===== src/rtl/bb_pkg.sv =====
package bb_pkg;

  localparam int WORD_W = 16;

  typedef enum logic [1:0] {
    OP_RD   = 2'b00,
    OP_WRW  = 2'b01,
    OP_WRB  = 2'b10,
    OP_RDX  = 2'b11
  } op_e;

  typedef enum logic [2:0] {
    ST_IDLE,
    ST_PRE,
    ST_RD,
    ST_WR,
    ST_FIN
  } st_e;

  // clocks one bus access occupies
  function automatic int acc_len(input logic slow, input int base, input int extra);
    return slow ? base + extra : base;
  endfunction

  // inclusive window test on word addresses
  function automatic logic in_window(input int unsigned w, input int unsigned lo,
                                     input int unsigned hi);
    return (w >= lo) && (w <= hi);
  endfunction

  // even byte address is the upper half of the word
  function automatic logic [WORD_W-1:0] merge_byte(input logic [WORD_W-1:0] old_w,
                                                   input logic [7:0] b,
                                                   input logic odd);
    return odd ? {old_w[WORD_W-1:8], b} : {b, old_w[7:0]};
  endfunction

  function automatic logic op_is_write(input logic [1:0] op);
    return (op == OP_WRW) || (op == OP_WRB);
  endfunction

endpackage


===== src/rtl/bb_region.sv =====
module bb_region #(
  parameter int WAW = 15
) (
  input  logic           clk,
  input  logic           rst_n,
  input  logic [WAW-1:0] cfg_lo,
  input  logic [WAW-1:0] cfg_hi,
  input  logic [WAW-1:0] waddr,
  output logic           slow_hit
);
  logic [WAW-1:0] lo_q, hi_q;

  // bounds follow the inputs only while reset is held
  always_ff @(posedge clk) begin
    if (!rst_n) begin
      lo_q <= cfg_lo;
      hi_q <= cfg_hi;
    end
  end

  assign slow_hit = bb_pkg::in_window(32'(waddr), 32'(lo_q), 32'(hi_q));
endmodule


===== src/rtl/bb_seq.sv =====
module bb_seq #(
  parameter int ACC_CLKS  = 2,
  parameter int WAIT_SLOW = 4
) (
  input  logic       clk,
  input  logic       rst_n,
  input  logic       start,
  input  logic [1:0] op,
  input  logic       skip_pre,
  input  logic       slow,
  output logic       busy,
  output logic       done,
  output logic       rd_strobe,
  output logic       wr_strobe,
  output logic       acc_end,
  output logic       rd_end,
  output logic       rdop_end
);
  import bb_pkg::*;

  localparam int MAX_LEN = ACC_CLKS + WAIT_SLOW;
  localparam int TW      = $clog2(MAX_LEN + 1);

  st_e            st_q, st_d;
  logic [TW-1:0]  tick_q;
  logic           in_acc;
  logic           last;

  assign in_acc = (st_q == ST_PRE) || (st_q == ST_RD) || (st_q == ST_WR);
  assign last   = in_acc && (int'(tick_q) == acc_len(slow, ACC_CLKS, WAIT_SLOW) - 1);

  always_comb begin
    st_d = st_q;
    unique case (st_q)
      ST_IDLE: begin
        if (start) begin
          if (!op_is_write(op)) st_d = ST_RD;
          else if (skip_pre)    st_d = ST_WR;
          else                  st_d = ST_PRE;
        end
      end
      ST_PRE:  if (last) st_d = ST_WR;
      ST_RD:   if (last) st_d = ST_FIN;
      ST_WR:   if (last) st_d = ST_FIN;
      ST_FIN:  st_d = ST_IDLE;
      default: st_d = ST_IDLE;
    endcase
  end

  always_ff @(posedge clk) begin
    if (!rst_n) begin
      st_q   <= ST_IDLE;
      tick_q <= '0;
    end else begin
      st_q <= st_d;
      if (!in_acc || last) tick_q <= '0;
      else                 tick_q <= tick_q + 1'b1;
    end
  end

  assign busy      = (st_q != ST_IDLE);
  assign done      = (st_q == ST_FIN);
  assign rd_strobe = (st_q == ST_PRE) || (st_q == ST_RD);
  assign wr_strobe = (st_q == ST_WR);
  assign acc_end   = last;
  assign rd_end    = last && rd_strobe;
  assign rdop_end  = last && (st_q == ST_RD);
endmodule


===== src/rtl/bb_merge.sv =====
module bb_merge (
  input  logic        is_byte,
  input  logic        odd,
  input  logic [15:0] old_word,
  input  logic [15:0] new_data,
  output logic [15:0] out_word
);
  always_comb begin
    if (is_byte) out_word = bb_pkg::merge_byte(old_word, new_data[7:0], odd);
    else         out_word = new_data;
  end
endmodule


===== src/rtl/bb_counters.sv =====
module bb_counters #(
  parameter int CNT_W = 16
) (
  input  logic             clk,
  input  logic             rst_n,
  input  logic             clr,
  input  logic             bus_active,
  input  logic             acc_end,
  input  logic             acc_slow,
  output logic [31:0]      clk_cnt,
  output logic [CNT_W-1:0] cnt_slow,
  output logic [CNT_W-1:0] cnt_fast
);
  logic [CNT_W-1:0] acc_cnt [2];

  always_ff @(posedge clk) begin
    if (!rst_n || clr)   clk_cnt <= '0;
    else if (bus_active) clk_cnt <= clk_cnt + 32'd1;
  end

  // index 1 counts slow accesses, index 0 fast ones
  for (genvar g = 0; g < 2; g++) begin : g_acc
    logic hit;
    assign hit = acc_end && (acc_slow == (g == 1));
    always_ff @(posedge clk) begin
      if (!rst_n || clr) acc_cnt[g] <= '0;
      else if (hit)      acc_cnt[g] <= acc_cnt[g] + 1'b1;
    end
  end

  assign cnt_slow = acc_cnt[1];
  assign cnt_fast = acc_cnt[0];
endmodule


===== src/rtl/bytebus_unit.sv =====
module bytebus_unit #(
  parameter int AW        = 16,
  parameter int ACC_CLKS  = 2,
  parameter int WAIT_SLOW = 4,
  parameter int CNT_W     = 16
) (
  input  logic                clk,
  input  logic                rst_n,
  input  logic [AW-2:0]       cfg_lo,
  input  logic [AW-2:0]       cfg_hi,
  input  logic                req_valid,
  input  logic [1:0]          req_op,
  input  logic [AW-1:0]       req_addr,
  input  logic [15:0]         req_wdata,
  input  logic                req_nopre,
  output logic                busy,
  output logic                done,
  output logic [15:0]         rd_data,
  output logic [AW-2:0]       mem_addr,
  output logic                mem_rd,
  output logic                mem_wr,
  output logic [15:0]         mem_wdata,
  input  logic [15:0]         mem_rdata,
  input  logic                cnt_clr,
  output logic [31:0]         clk_cnt,
  output logic [CNT_W-1:0]    cnt_slow,
  output logic [CNT_W-1:0]    cnt_fast
);
  import bb_pkg::*;

  localparam int WAW = AW - 1;

  // named internal events
  logic           accept;
  logic           region_hit;
  logic           follow_hit;
  logic           skip_pre;
  logic           acc_end_w;
  logic           rd_end_w;
  logic           rdop_end_w;

  logic [WAW-1:0] q_waddr;
  logic           q_odd;
  logic [1:0]     q_op;
  logic [15:0]    q_wdata;
  logic           q_slow;
  logic [15:0]    rd_word;
  logic           follow_q;
  logic [WAW-1:0] follow_addr_q;

  assign accept     = req_valid && !busy;
  assign follow_hit = follow_q && op_is_write(req_op) &&
                      (req_addr[AW-1:1] == follow_addr_q);
  assign skip_pre   = ((req_op == OP_WRW) && req_nopre) || follow_hit;

  bb_region #(.WAW(WAW)) u_region (
    .clk      (clk),
    .rst_n    (rst_n),
    .cfg_lo   (cfg_lo),
    .cfg_hi   (cfg_hi),
    .waddr    (req_addr[AW-1:1]),
    .slow_hit (region_hit)
  );

  bb_seq #(.ACC_CLKS(ACC_CLKS), .WAIT_SLOW(WAIT_SLOW)) u_seq (
    .clk       (clk),
    .rst_n     (rst_n),
    .start     (accept),
    .op        (req_op),
    .skip_pre  (skip_pre),
    .slow      (q_slow),
    .busy      (busy),
    .done      (done),
    .rd_strobe (mem_rd),
    .wr_strobe (mem_wr),
    .acc_end   (acc_end_w),
    .rd_end    (rd_end_w),
    .rdop_end  (rdop_end_w)
  );

  always_ff @(posedge clk) begin
    if (!rst_n) begin
      q_waddr <= '0;
      q_odd   <= 1'b0;
      q_op    <= OP_RD;
      q_wdata <= '0;
      q_slow  <= 1'b0;
    end else if (accept) begin
      q_waddr <= req_addr[AW-1:1];
      q_odd   <= req_addr[0];
      q_op    <= req_op;
      q_wdata <= req_wdata;
      q_slow  <= region_hit;
    end
  end

  // word returned by the latest read access (pre-read or plain read)
  always_ff @(posedge clk) begin
    if (!rst_n)        rd_word <= '0;
    else if (rd_end_w) rd_word <= mem_rdata;
  end

  // a completed word read arms the pairing for the very next request
  always_ff @(posedge clk) begin
    if (!rst_n) begin
      follow_q      <= 1'b0;
      follow_addr_q <= '0;
    end else if (accept) begin
      follow_q <= 1'b0;
    end else if (rdop_end_w) begin
      follow_q      <= 1'b1;
      follow_addr_q <= q_waddr;
    end
  end

  bb_merge u_merge (
    .is_byte  (q_op == OP_WRB),
    .odd      (q_odd),
    .old_word (rd_word),
    .new_data (q_wdata),
    .out_word (mem_wdata)
  );

  bb_counters #(.CNT_W(CNT_W)) u_cnt (
    .clk        (clk),
    .rst_n      (rst_n),
    .clr        (cnt_clr),
    .bus_active (mem_rd || mem_wr),
    .acc_end    (acc_end_w),
    .acc_slow   (q_slow),
    .clk_cnt    (clk_cnt),
    .cnt_slow   (cnt_slow),
    .cnt_fast   (cnt_fast)
  );

  assign mem_addr = q_waddr;
  assign rd_data  = rd_word;
endmodule


===== config.mk =====
export PLATFORM = sky130hd
export DESIGN_NAME = bytebus_unit
export DESIGN_NICKNAME = d
export VERILOG_FILES = /design/src/rtl/bb_pkg.sv /design/src/rtl/bb_region.sv /design/src/rtl/bb_seq.sv /design/src/rtl/bb_merge.sv /design/src/rtl/bb_counters.sv /design/src/rtl/bytebus_unit.sv
export SDC_FILE = /design/constraint.sdc
export NUM_CORES = 1
export LEC_CHECK = 0
export CAP_MARGIN = 0
export CORE_ASPECT_RATIO = 2
export CORE_MARGIN = 4
export CORE_UTILIZATION = 53
export CTS_CLUSTER_DIAMETER = 80
export DETAILED_ROUTE_END_ITERATION = 12
export HOLD_SLACK_MARGIN = 0.12
export PLACE_DENSITY = 0.82
export SYNTH_ARGS = -nofsm -noshare
export SYNTH_HDL_FRONTEND = slang
export SYNTH_SLANG_ARGS = --single-unit

===== constraint.sdc =====
create_clock -name clk -period 3.9 [get_ports clk]
set_input_delay 0.39 -clock clk [delete_from_list [all_inputs] [get_ports clk]]
set_output_delay 0.39 -clock clk [all_outputs]
set_load 0.005 [all_outputs]

# After elaboration in Yosys (flattened, before gate mapping)
# Memory sizes are Yosys's and may differ from the RTL's.
# Index checks and enable logic that the tools add are counted.
# W data, S select, Z words.
dict set report totals {
  reg_bits 135
  mem_bits_rw 32
  in_bits 85
  out_inout_bits 115
  word_cells 83
  memories 1
}
dict set report op_classes {
  add_sub_neg 5
  order_cmp 2
  n_eq_ne 12
  mux 19
  bitwise 5
  n_reduce_logical 26
}
# name words width rd rd_clocked_by_memory_dff wr line_no
set memory_table {}
lappend memory_table {u_cnt.acc_cnt 2 16 2 0 2 bb_counters.sv:14} ;# logic [CNT_W-1:0] acc_cnt [2];
# cell n
set op_table {}
lappend op_table {{$mux W16} 4}
lappend op_table {{$add A16 B1 Y16 const B} 2}
lappend op_table {{$add A32 B1 Y32 const B} 1}
lappend op_table {{$eq A4 B32 Y1} 1}
lappend op_table {{$sub A32 B2 Y32 const B} 1}
lappend op_table {{$eq A15 B15 Y1} 1}
lappend op_table {{$ge A15 B15 Y1} 1}
lappend op_table {{$le A15 B15 Y1} 1}
lappend op_table {{$mux W3} 5}
lappend op_table {{$logic_and A1 B1 Y1} 10}
lappend op_table {{$pmux W3 S3} 1}
lappend op_table {{$mux W1} 8}
lappend op_table {{$eq A3 B2 Y1 const B} 2}
lappend op_table {{$logic_or A1 B1 Y1} 6}
lappend op_table {{$reduce_or A2 Y1} 3}
lappend op_table {{$eq A2 B2 Y1 const B} 2}
lappend op_table {{$ne A2 B1 Y1 const B} 2}
lappend op_table {{$add A3 B1 Y3 const B} 1}
lappend op_table {{$eq A3 B1 Y1 const B} 1}
lappend op_table {{$eq A3 B3 Y1 const B} 1}
lappend op_table {{$logic_not A1 Y1} 3}
lappend op_table {{$logic_not A3 Y1} 1}
lappend op_table {{$not A1 Y1} 3}
lappend op_table {{$reduce_and A3 Y1} 1}
lappend op_table {{other kinds (6)} 7}

# Depth between registers and ports, before layout
# Gate-level depths: netlist (run 1).
dict set report logic_depth {
  word_depth 9
  ltp_mapped 9
  ltp_nobuf 7
}

# Modules after synthesis
# A second synthesis (run 1) with hierarchy kept.
dict set report unflattened {
  cells_unflattened 842
  area_unflattened_um2 8364.3
}
# mod instances cells_per_inst area_per_inst_um2 seq_area_each_um2
set by_module_without_submodules {}
lappend by_module_without_submodules {bb_counters 1 333 3205.6 1601.5}
lappend by_module_without_submodules {bytebus_unit 1 299 2822.7 1341.3}
lappend by_module_without_submodules {bb_region 1 132 1641.6 900.9}
lappend by_module_without_submodules {bb_seq 1 41 371.6 120.1}
lappend by_module_without_submodules {bb_merge 1 37 322.8 0.0}

# Worst setup path after synthesis (run 1)
# OpenSTA, ideal clock, no wires.
dict set report synth_timing {
  path_kind {reg-to-reg}
  from {reg q_slow}
  to {mem u_cnt.acc_cnt[0][0], enable pin}
  setup_time_ns 0.411
  arrival_time_ns 2.138
  t_required_ns 3.489
  slack_ns 1.351
  stages_incl_launch_ff 6
  n_path_buf 1
  synth_period_minus_slack_ns 2.549
  path_cell_list {dfxtp_1 xnor2_1 and2_1 clkbuf_1 nand2_1 o21ai_0}
}
# item line_no
set synth_lines {}
lappend synth_lines {{start: declaration} bytebus_unit.sv:46} ;# logic q_slow;
lappend synth_lines {{start signal: assignment} bytebus_unit.sv:93} ;# q_slow <= region_hit;
lappend synth_lines {{end: declaration} bb_counters.sv:14}

# Worst setup path in the final report (run 1)
dict set report layout_timing {
  from {reg q_op[0]}
  to {out mem_wdata[1]}
}
dict set report layout_between {
  elab_chain_cells 2
}
# item line_no
set layout_rtl {}
lappend layout_rtl {{start: declaration} bytebus_unit.sv:44} ;# logic [1:0] q_op;
lappend layout_rtl {{start signal: assignment} bytebus_unit.sv:91} ;# q_op <= req_op;
lappend layout_rtl {{$eq A2 B2 Y1} bytebus_unit.sv:117} ;# .is_byte (q_op == OP_WRB),
lappend layout_rtl {{$mux W16} bb_merge.sv:9} ;# if (is_byte) out_word = bb_pkg::merge_byte(old_word, new_data[7:0], odd);
lappend layout_rtl {{end: declaration} bytebus_unit.sv:22} ;# output logic [15:0] mem_wdata,
# No other way between the ends.

==> run summary, run 1 <==
The completed layout was analyzed and its total power is 4.46 mW. For the final routed database, the setup TNS stands at 0 ns. IR analysis of the VDD net gives a maximum drop of 0.000343 V. The run gives 0.250 as the total track usage.

The final layout contains 1132 nets. In this run the worst path has a maximum fanout of 17. The total wire length after detailed routing came out at 20.7 mm. Entering global routing, the biggest net connects 97 pins. During placement, the flow inserted port buffers numbering 199. For the count of buffers added by post-CTS timing repair for setup, the log shows 0.

From left edge to right edge, the die measures 94.1 um. The run gives 822 as the number of instances in the synthesized netlist. The residual DRC count was 0; the mean cell area of the mapped netlist was 9.57 um^2.

The area growth from synthesis to layout is 35.1%, and the effective utilization at floorplan is 0.545. 200 I/O pins were placed. TritonCTS built the clock tree. The peak clock frequency supported by timing is 321 MHz.

The relative slew slack was 0.273; the share of synthesized flip-flops with an asynchronous set or reset was 0. Yosys printed 0 warnings. Critical path class: reg -> out. The total buffers and inverters traversed by the critical path is 1. The tools report the number of routed nets with antenna violations as 0.

Counting flops with a built-in enable in the synthesized netlist gives 62. Clock-pin slew was measured on the worst setup and hold paths at 0.06 ns. Critical path's top delay family: simple AND/OR/NAND/NOR gates. The overall via count from detail_route is 6605.

The leakage component of the power is 4.08 nW, and the area share of the leading cell type in the synthesized netlist is 0.267. For this design, the CTS-stage hold fixing added 0 buffers. The share of the clock period used by the worst path was 0.798; the footprint of the multi-input gates was 3570 um^2. The time the worst path needs with I/O delays and setup is 3.11 ns.

The run finished with clean final reports. The core region is 14400 um^2. The worst setup path is launched from a flop. The die covers 17000 um^2. The library cell occupying the most area in the post-synthesis netlist is sky130_fd_sc_hd__dfxtp_1. Traced cell by cell, the critical path runs through nand2b_1 > nor2_1 > mux2_2 > clkdlybuf4s50_1. The tools report the combined area of all synthesized cells as 7860 um^2. The total grt overflow is 0, and the utilization after layout is 0.736. Number of pins exceeding their max-slew limit in the final report: 0. The tools report the clock tree root driver cell as sky130_fd_sc_hd__clkbuf_16.

The minimum setup slack in the final design was 0.788 ns. Setup repair after global routing left no endpoint under its margin. The filler cell count came out at 1035.

Measured along the y axis, the die boundary spans 180 um. Summed over all nets, the half-perimeter wirelength after detailed placement is 15.6 mm. For the pin with the worst max-slew slack, the measured transition is 1.09 ns.

Using the TritonRoute via totals, the vias-per-cell ratio works out to 5.43. The tools report the fraction of the yosys area taken by sequential cells as 0.504. Counting every net in the synthesized netlist gives 943.

The largest stage delay on the critical path is 0.77 ns, and the first-iteration detailed-routing DRC count is 306. Fraction of final layout cells sized beyond drive strength 1: 0.0527. Dividing total power by cell area gives a power density of 420 nW/um^2. The wire length of the first global-routing pass is 33.1 mm. Leaving out fill and tap cells, the most frequent cell in the layout is sky130_fd_sc_hd__clkdlybuf4s50_1. Across the run, the number of max-cap violations was 0.

The number of antenna diodes was 0. Number of antenna violations at the first check in global routing: 0. The capturing element type of the critical path was an output port.

Clock tree synthesis inserted a total of 17 buffers. The tools report the number of global-route vias before repair as 6593. For this design, the slowest cell found on the critical path is sky130_fd_sc_hd__nor2_1. The final setup violation count was 0. Count of non-filler cells in the finished layout: 1216.

The run gives 4 as the level count of the clock H-tree. After floorplanning, the core was divided into 62 placement rows. The count of unique library cells instantiated by Yosys was 45; the data arrival time at the worst-slack endpoint was 2.72 ns.

Leaving out fill and tap cells, the most frequent cells in the layout are sky130_fd_sc_hd__clkdlybuf4s50_1 (199), sky130_fd_sc_hd__nand2_1 (117), sky130_fd_sc_hd__dfxtp_1 (105). The min-delay analysis places its worst path in the category reg -> reg. Counting every sink on the clock net gives 167. For this run, the detailed router's first-pass iteration total came to 4. Prevailing post-synth register cell: sky130_fd_sc_hd__dfxtp_1.

The tools report the register area as 3960 um^2. The later pin in the worst-skew pair is clocked with a latency of 0.42 ns. The clock passes through at most 2 buffers.

Once the clock tree was built, the resizer swapped 0 gates to a different size. Counting flops and latches in the post-synthesis netlist gives 167. The worst clock skew was 0.00906 ns. The congestion estimate from routability-driven global placement came to 0.857.

Data on the critical path is required at its endpoint by 3.51 ns. In the final routed layout, each cell accounts on average for 17.0 um. Yosys attributes the largest share of cell area to sky130_fd_sc_hd__dfxtp_1 (27%), sky130_fd_sc_hd__edfxtp_1 (24%), sky130_fd_sc_hd__ha_1 (5.7%), sky130_fd_sc_hd__nand2_1 (5.6%), sky130_fd_sc_hd__mux2i_1 (5.2%). The number of placed instances, taps included, is 1184. Timing analysis after detailed placement gives a worst setup slack of 1.21 ns.

For the number of endpoints with negative hold slack in the final report, the log shows 0.
[state kept, by name (all words and copies together), names as in the netlist]
register       count
u_region.lo_q     15
u_region.hi_q     15
q_op               2
follow_q           1
q_slow             1
u_seq.st_q         3
u_seq.tick_q       3
q_odd              1
follow_addr_q     15
u_cnt.clk_cnt     32
mem_addr          15
q_wdata           16
u_cnt.acc_cnt     32
rd_data           16
[worst reg2reg max path: cells and delay by family (launching register included)]
| kind | cells | cell delay [ns] |
|---|---|---|
| adders and majority gates | 1 | 0.26 |
| buffers and inverters | 1 | 0.06 |
| DFF | 1 | 0.43 |
| and+or+nand+nor | 4 | 1.83 |
[cells by family after synthesis]
kind of cell,after synthesis,synth area share
compound gates,97,0.0740
xor+xnor,59,0.0657
fa+ha+maj,36,0.0573
buf+inv,83,0.0425
flops,167,0.504
mux,49,0.0636
simple gates,331,0.193
[power by group]
part / switching (mW) / total (mW) / leakage [nW] / internal, mW
registers: 0.0897 / 2.00 / 1.50 / 1.91
logic: 0.338 / 0.691 / 2.28 / 0.353
clock network: 0.689 / 1.76 / 0.305 / 1.07
total: 1.12 / 4.46 / 4.08 / 3.34
[final cells by class]
| cell class | count | area share |
|---|---|---|
| Timing Repair Buffer | 205 | 0.192 |
| Multi-Input combinational cell | 572 | 0.336 |
| Tap cell | 192 | 0.0226 |
| Sequential cell | 167 | 0.373 |
| Inverter | 48 | 0.0171 |
| Clock buffer | 20 | 0.0441 |
| Clock inverter | 12 | 0.0152 |
[metal layers]
layer | track usage | vias to the layer above | wire length (um)
met5 | 0 | - | 0
met4 | 0.136 | 0 | 1050
met3 | 0.0535 | 61 | 1030
met2 | 0.466 | 218 | 11400
met1 | 0.246 | 3098 | 7230
li1 | - | 3228 | -
[worst paths after layout]
kind         slack, ns  cells after the start                     startpoint                             end
max               0.79                      4           q_op[0]$_SDFFE_PN0P_                    mem_wdata[1]
min               0.45                      1     u_seq.tick_q[0]$_SDFF_PP0_      u_seq.tick_q[0]$_SDFF_PP0_
max reg2reg       1.28                      6  u_cnt.clk_cnt[0]$_SDFFE_PP0N_  u_cnt.clk_cnt[24]$_SDFFE_PP0N_
min reg2reg       0.45                      1     u_seq.tick_q[0]$_SDFF_PP0_      u_seq.tick_q[0]$_SDFF_PP0_
[synth_stat cells (2+ instances only)]
library cell and n:
sky130_fd_sc_hd__xnor2_1 41, sky130_fd_sc_hd__a21oi_1 51, sky130_fd_sc_hd__a211oi_1 4, sky130_fd_sc_hd__mux2_2 8, sky130_fd_sc_hd__mux2i_1 41, sky130_fd_sc_hd__buf_6 2, sky130_fd_sc_hd__o21ai_0 18, sky130_fd_sc_hd__or2_2 3
sky130_fd_sc_hd__or4_1 10, sky130_fd_sc_hd__nor3_1 11, sky130_fd_sc_hd__dfxtp_1 105, sky130_fd_sc_hd__ha_1 36, sky130_fd_sc_hd__inv_1 48, sky130_fd_sc_hd__nor2_1 97, sky130_fd_sc_hd__and3_1 7, sky130_fd_sc_hd__and2_1 4
sky130_fd_sc_hd__nor3b_1 2, sky130_fd_sc_hd__edfxtp_1 62, sky130_fd_sc_hd__or3_1 8, sky130_fd_sc_hd__o211ai_1 11, sky130_fd_sc_hd__xor2_1 18, sky130_fd_sc_hd__buf_2 3, sky130_fd_sc_hd__clkbuf_1 29, sky130_fd_sc_hd__nand3_1 31
sky130_fd_sc_hd__nand2b_1 5, sky130_fd_sc_hd__a32oi_1 2, sky130_fd_sc_hd__nand2_1 117, sky130_fd_sc_hd__nand4_1 25, sky130_fd_sc_hd__and4_1 3, sky130_fd_sc_hd__a21o_1 2, sky130_fd_sc_hd__nor4_1 4
[metrics by stage]
stage          hold slack (ns)  instance area, um^2
2_1_floorplan            0.421                 7860
3_3_place_gp             0.431                 9990
4_1_cts                  0.455                10600
3_5_place_dp             0.447                 9990
6_report                 0.454                10600
5_1_grt                  0.474                10600
No activity file was read; power rests on OpenSTA's default activity.
==> run 2, diff against run 1 <==
--- a/config.mk
+++ b/config.mk
@@ -8,11 +8,11 @@
 export CAP_MARGIN = 0
 export CORE_ASPECT_RATIO = 2
 export CORE_MARGIN = 4
-export CORE_UTILIZATION = 53
+export CORE_UTILIZATION = 45
 export CTS_CLUSTER_DIAMETER = 80
 export DETAILED_ROUTE_END_ITERATION = 12
 export HOLD_SLACK_MARGIN = 0.12
-export PLACE_DENSITY = 0.82
+export PLACE_DENSITY = 0.73
 export SYNTH_ARGS = -nofsm -noshare
 export SYNTH_HDL_FRONTEND = slang
 export SYNTH_SLANG_ARGS = --single-unit
==> constraint.sdc (replaced) <==
create_clock -name clk -period 2.56 [get_ports clk]
set_input_delay 0.256 -clock clk [delete_from_list [all_inputs] [get_ports clk]]
set_output_delay 0.256 -clock clk [all_outputs]
set_load 0.005 [all_outputs]
==> run summary, run 2 (same netlist as run 1, synthesis figures left out) <==
Entering global routing, the biggest net connects 97 pins. The width of the die came out at 101 um. Setup repair after global routing left no endpoint under its margin. The first global-routing pass estimated 33.3 mm of wire.

The tools report the placeable core region as 17200 um^2. For the residual DRC count, the log shows 0. The filler cell count came out at 1484. For this design the top-level I/O count stands at 200. The worst path needs 2.22 ns of the cycle, external delays included.

The via density per instance is 5.27. Summing internal, switching and leakage power gives 6.74 mW. Setup total negative slack on the finished layout was measured at 0 ns. The run gives 0 as the number of pins exceeding their max-slew limit in the final report. For this design the ratio of total power to cell area is 628 nW/um^2.

The floorplan step defined a die boundary enclosing 19800 um^2. On the final layout, the worst clock skew is 0.00872 ns. The routed design has 20.7 mm of wire. STA classifies the critical path endpoint as an output port. CTS placed an instance of sky130_fd_sc_hd__clkbuf_16 at the clock tree root.

The run gives 0.517 as the relative slew slack. In the layout the commonest cells are sky130_fd_sc_hd__clkdlybuf4s50_1 (199), sky130_fd_sc_hd__nand2_1 (117), sky130_fd_sc_hd__dfxtp_1 (105). From bottom edge to top edge, the die measures 195 um. The number of antenna violations at the first check in global routing came out at 1. The peak clock frequency supported by timing is 451 MHz, and the slew at the pin with the worst max-slew slack is 0.722 ns. The H-tree was split into 4 levels. The maximum net fanout on the critical path was 8; the count of buffers added by post-CTS timing repair for setup was 0. The flow ran to the end, and the final reports show no timing, DRC or antenna violations. Setup slack closes at 0.343 ns. Data on the critical path arrives at its endpoint at 1.96 ns. In this run, post-CTS repair resized a total of 0 instances. The total grt overflow was 0.

For the worst setup path, the data required time is 2.30 ns. From synthesis to final layout, the design area changed by 36.5%. The per-cell routed wire length is 16.6 um. The fraction of final layout cells sized beyond drive strength 1 is 0.0627, and the worst supply voltage drop on vdd is 0.000454 V.

Timing analysis after detailed placement gives a worst setup slack of 0.268 ns. Effective utilization at floorplan: 0.458. For the number of endpoints with negative hold slack in the final report, the log shows 0. The HPWL after detailed placement is 15.8 mm. For the first-iteration detailed-routing DRC count, the log shows 229. The largest registers in the layout are u_cnt.acc_cnt (32), u_cnt.clk_cnt (32).

The commonest non-fill, non-tap cell in the layout is sky130_fd_sc_hd__clkdlybuf4s50_1. The total iterations of the first detailed-routing run is 4. Routability-driven placement finished with a final weighted congestion of 0.838. The utilization after layout is 0.625. The logs give 167 for the total clock sinks and 68 for the number of placement rows.

The count of hold-fix buffers inserted at cts was 0; the maximum clock path buffer count was 2. Type of the most critical hold path: in -> reg. TritonCTS built the clock tree. Setup violations remaining at the end of the flow were counted as 0. The total track usage is 0.215. The tools report the type of element launching the critical path as a flop.

For the worst-skew pair, the clock arrives at the later sink with an insertion delay of 0.42 ns. Buffers placed on the I/O ports in this run total 199. Across the run, the number of max-cap violations was 0. Share of the clock period used by the worst path: 0.866. For the number of routed nets with antenna violations, the log shows 0. The overall via count from detail_route is 6571. In this run the static leakage power is 4.13 nW. The clock transition at the registers of the reported paths works out to 0.06 ns. The critical path is of the reg -> out type. The logs give 6722 for the number of global-route vias before repair and 17 for the clock buffer count from CTS. In the final design database the tool counted 1145 nets.
[run 2: cell count changes in the layout (fill, tap and decap cells not counted), sizes merged]
cell / before / now
clkinvlp: 2 / 3
buf: 6 / 19
clkinv: 3 / 5
clkbuf: 20 / 21
diode: 0 / 1
inv: 52 / 48
[run 2: path summary, 6_finish.rpt]
kind	end	cells past startpoint	slack, ns	from
hold reg to reg	q_op[0]$_SDFFE_PN0P_	2	0.45	q_op[0]$_SDFFE_PN0P_
setup reg to reg	u_cnt.clk_cnt[29]$_SDFFE_PP0N_	5	0.42	u_seq.st_q[1]$_SDFFE_PN0P_
setup / recovery	mem_wdata[2]	5	0.34	q_op[0]$_SDFFE_PN0P_
hold / removal	u_region.hi_q[8]$_DFFE_PN_	1	0.39	cfg_hi[8]
[run 2: through the flow]
stage,instance area [um^2],std cells,hold slack (ns)
after global routing,10700,1248,0.374
after global placement,10100,1215,0.434
final,10700,1248,0.389
after floorplan,7860,822,0.355
after CTS,10700,1247,0.369
after detailed placement,10100,1215,0.444
[run 2: final cells by class]
class,instances,area (um^2),area share
sequential,167,3960,0.369
multi-input combinational,572,3570,0.332
timing repair buffer,218,2150,0.200
clock buffer,21,460,0.0429
tap,210,263,0.0245
inverter,48,181,0.0169
clock inverter,11,148,0.0138
antenna,1,2.50,0.000233
[run 2: metal layers]
layer / vias up / routed length, um / share of wire / track usage
li1: 3245 / - / - / -
met1: 3078 / 7390 / 0.36 / 0.221
met2: 193 / 11300 / 0.55 / 0.394
met3: 55 / 1030 / 0.050 / 0.0496
met4: 0 / 963 / 0.046 / 0.108
met5: - / 0 / 0 / 0
[run 2: critical path, stage by stage, from the launching register on]
cell and delay, ns:
sky130_fd_sc_hd__dfxtp_1 0.30, sky130_fd_sc_hd__nand2b_1 0.14, sky130_fd_sc_hd__nor2_1 0.08, sky130_fd_sc_hd__buf_4 0.19, sky130_fd_sc_hd__mux2_2 0.36, sky130_fd_sc_hd__clkdlybuf4s50_1 0.46
[run 2: where the power goes]
part / switching [mW] / internal (mW) / leakage [nW]
Sequential: 0.119 / 2.91 / 1.50
Combinational: 0.535 / 0.556 / 2.34
Clock: 1.03 / 1.59 / 0.287
==> run 3, diff against run 2 <==
--- a/config.mk
+++ b/config.mk
@@ -12,6 +12,7 @@
 export CTS_CLUSTER_DIAMETER = 80
 export DETAILED_ROUTE_END_ITERATION = 12
 export HOLD_SLACK_MARGIN = 0.12
+export MAX_ROUTING_LAYER = met4
 export PLACE_DENSITY = 0.73
 export SYNTH_ARGS = -nofsm -noshare
 export SYNTH_HDL_FRONTEND = slang
==> run summary, run 3 (same netlist as run 1, synthesis figures left out) <==
The routed metal-1 wire length was 7.44 mm. The wire length on met2 is 11.3 mm. The logs give 0.523 for the relative slew slack and 2 for the maximum clock path buffer count. Summing all placed instances gives a cell area of 10100 um^2. For the count of boundary I/O pins, the log shows 200. The run gives 6539 as the overall via count from detail_route.

The commonest non-fill, non-tap cell in the layout was sky130_fd_sc_hd__clkdlybuf4s50_1. The tools report the hold-critical path endpoint as q_wdata[0]$_SDFFE_PN0P_. The total grt overflow was 0; the number of global-route vias before repair was 6708. The type of element launching the critical path was a flop. The power per cell area works out to 628 nW/um^2.

By startpoint and endpoint, the worst setup path is classified as reg -> out. The highest signal layer in the routed design is met4. For the worst-skew pair, the clock arrives at the later sink with an insertion delay of 0.42 ns. The level count of the clock H-tree was 4. TritonCTS created 17 clock buffers. Endpoint of the most critical register-to-register path: u_cnt.clk_cnt[29]$_SDFFE_PP0N_. Setup repair after global routing left no endpoint under its margin.

The clock net in this run drives a total of 167 sinks. STA classifies the critical path endpoint as an output port. TritonCTS built the clock tree. The cell depth of the worst hold path works out to 3. The run gives 450 MHz as the peak clock frequency supported by timing.

The path class of the tightest hold or removal check is in -> reg. The placeable core region is 17200 um^2. The total track usage is 0.222. The smallest clock period supported by the final layout is computed as 2.22 ns. Data arrival time at the worst-slack endpoint: 1.97 ns.

After floorplanning, the core was divided into 68 placement rows. The total negative setup slack was 0 ns; the die area was 19800 um^2. At the worst endpoint, the required time is 2.30 ns. Summed over all layers, the routed wires come to 20.7 mm. VDD sags by at most 0.000460 V. Buffers placed on the I/O ports in this run total 199. The detailed-routed wire length on met3 came out at 977 um. The number of endpoints with negative hold slack in the final report was 0; the worst clock skew was 0.00808 ns. The top cell types in the final layout, fill and taps aside, are sky130_fd_sc_hd__clkdlybuf4s50_1 (199), sky130_fd_sc_hd__nand2_1 (117), sky130_fd_sc_hd__dfxtp_1 (105).

The first global-routing pass estimated 33.3 mm of wire. Beginning of the worst hold path: req_wdata[0]. Entering global routing, the biggest net connects 97 pins.

Setup violations remaining at the end of the flow were counted as 0. The root buffer cell chosen for the clock tree is sky130_fd_sc_hd__clkbuf_16. Once detail routing completed, the nets flagged for antenna violations numbered 0. The slew at the pin with the worst max-slew slack is 0.714 ns. Detailed placement finished with a half-perimeter wire length of 15.8 mm. Using the TritonRoute via totals, the vias-per-cell ratio works out to 5.24. Leakage component of the power: 4.13 nW. The sequential cells in the finished layout cover a total of 3960 um^2.

After filler insertion, the fill cell instance count of the layout stands at 1484. Across the run, the number of max-cap violations was 0. Along the worst path, the maximum fanout reaches 8. The worst register-to-register path has a setup slack of 0.41 ns. The height of the chip is 195 um, and the count of buffers added by post-CTS timing repair for setup is 0. The clock transition at the registers of the reported paths came out at 0.06 ns. For the minimum setup slack in the final design, the log shows 0.339 ns. The largest registers in the layout are u_cnt.acc_cnt (32), u_cnt.clk_cnt (32).

For this block, the initial DRC count from the detailed router was 258. Area growth from synthesis to layout: 36.5%. For the utilization after layout, the log shows 0.625. The finished cells cover 10700 um^2. The per-cell routed wire length is 16.6 um. Hold repair after CTS inserted 0 buffers.

The worst register-to-register path begins at u_seq.st_q[1]$_SDFFE_PN0P_. The run gives 0.458 as the effective utilization at floorplan. The share of the clock period used by the worst path was 0.868. Post-CTS repair changed the size of 0 cells. The floorplan step set the die width to 101 um.

The number of nets at the end of the flow was 1145; the residual DRC count was 0. The number of pins exceeding their max-slew limit in the final report is 0, and the cell count of the worst reg-to-reg path is 5. The run gives 4 as the total iterations of the first detailed-routing run. The fraction of final layout cells sized beyond drive strength 1 is 0.0627. Summing all multi-input logic gate instances after layout gives 3570 um^2. The tightest hold path in the finished design has a slack of 0.386 ns. The number of antenna violations at the first check in global routing was 1; the worst setup timing slack at the placement stage was 0.268 ns. For the placer's final routability congestion estimate, the log shows 0.851. The flow ran to the end, and the final reports show no timing, DRC or antenna violations.
==> run 3: cell counts in the layout (fill, tap and decap cells not counted) <==
Identical to the previous run, type by type.
==> run 3: worst max path at each step <==
| stage | start | end | slack, ns |
|---|---|---|---|
| floorplan | q_slow$_SDFFE_PN0P_ | u_cnt.acc_cnt[0][0]$_SDFFCE_PN0P_ | 0.01 |
| global placement | req_addr[14] | q_slow$_SDFFE_PN0P_ | 0.22 |
| detailed placement | req_addr[14] | q_slow$_SDFFE_PN0P_ | 0.27 |
| CTS | q_op[0]$_SDFFE_PN0P_ | mem_wdata[2] | 0.30 |
| global route | q_odd$_SDFFE_PN0P_ | mem_wdata[13] | 0.22 |
| finish | q_op[0]$_SDFFE_PN0P_ | mem_wdata[2] | 0.34 |
==> run 3: layout make-up <==
type,count,area share
flip-flops and latches,167,0.369
multi-input cells,572,0.332
repair buffers,218,0.200
clock buffers,21,0.0429
well taps,210,0.0245
inverters,48,0.0169
clock inverters,11,0.0138
diodes,1,0.000233
==> run 3: power by group <==
part	total, mW	internal [mW]	switching (mW)
registers	3.03	2.91	0.119
clock network	2.62	1.59	1.04
logic	1.09	0.556	0.532
total	6.74	5.06	1.69
==> run 3: layer usage <==
layer,vias up,track usage
met3,56,0.0453
met2,194,0.394
met1,3043,0.222
met5,-,-
li1,3246,-
met4,0,0.111
==> run 3: critical path, stage by stage (launching register included) <==
cell and delay, ns:
sky130_fd_sc_hd__dfxtp_1 0.30, sky130_fd_sc_hd__nand2b_1 0.14, sky130_fd_sc_hd__nor2_1 0.08, sky130_fd_sc_hd__buf_4 0.19, sky130_fd_sc_hd__mux2_2 0.36, sky130_fd_sc_hd__clkdlybuf4s50_1 0.46
==> run 3: per-stage QoR <==
step	instances	total power, mW
4_1_cts	1247	6.84
6_report	1248	6.74
5_1_grt	1248	7.07
3_3_place_gp	1215	4.17
2_1_floorplan	822	3.61
3_5_place_dp	1215	4.19
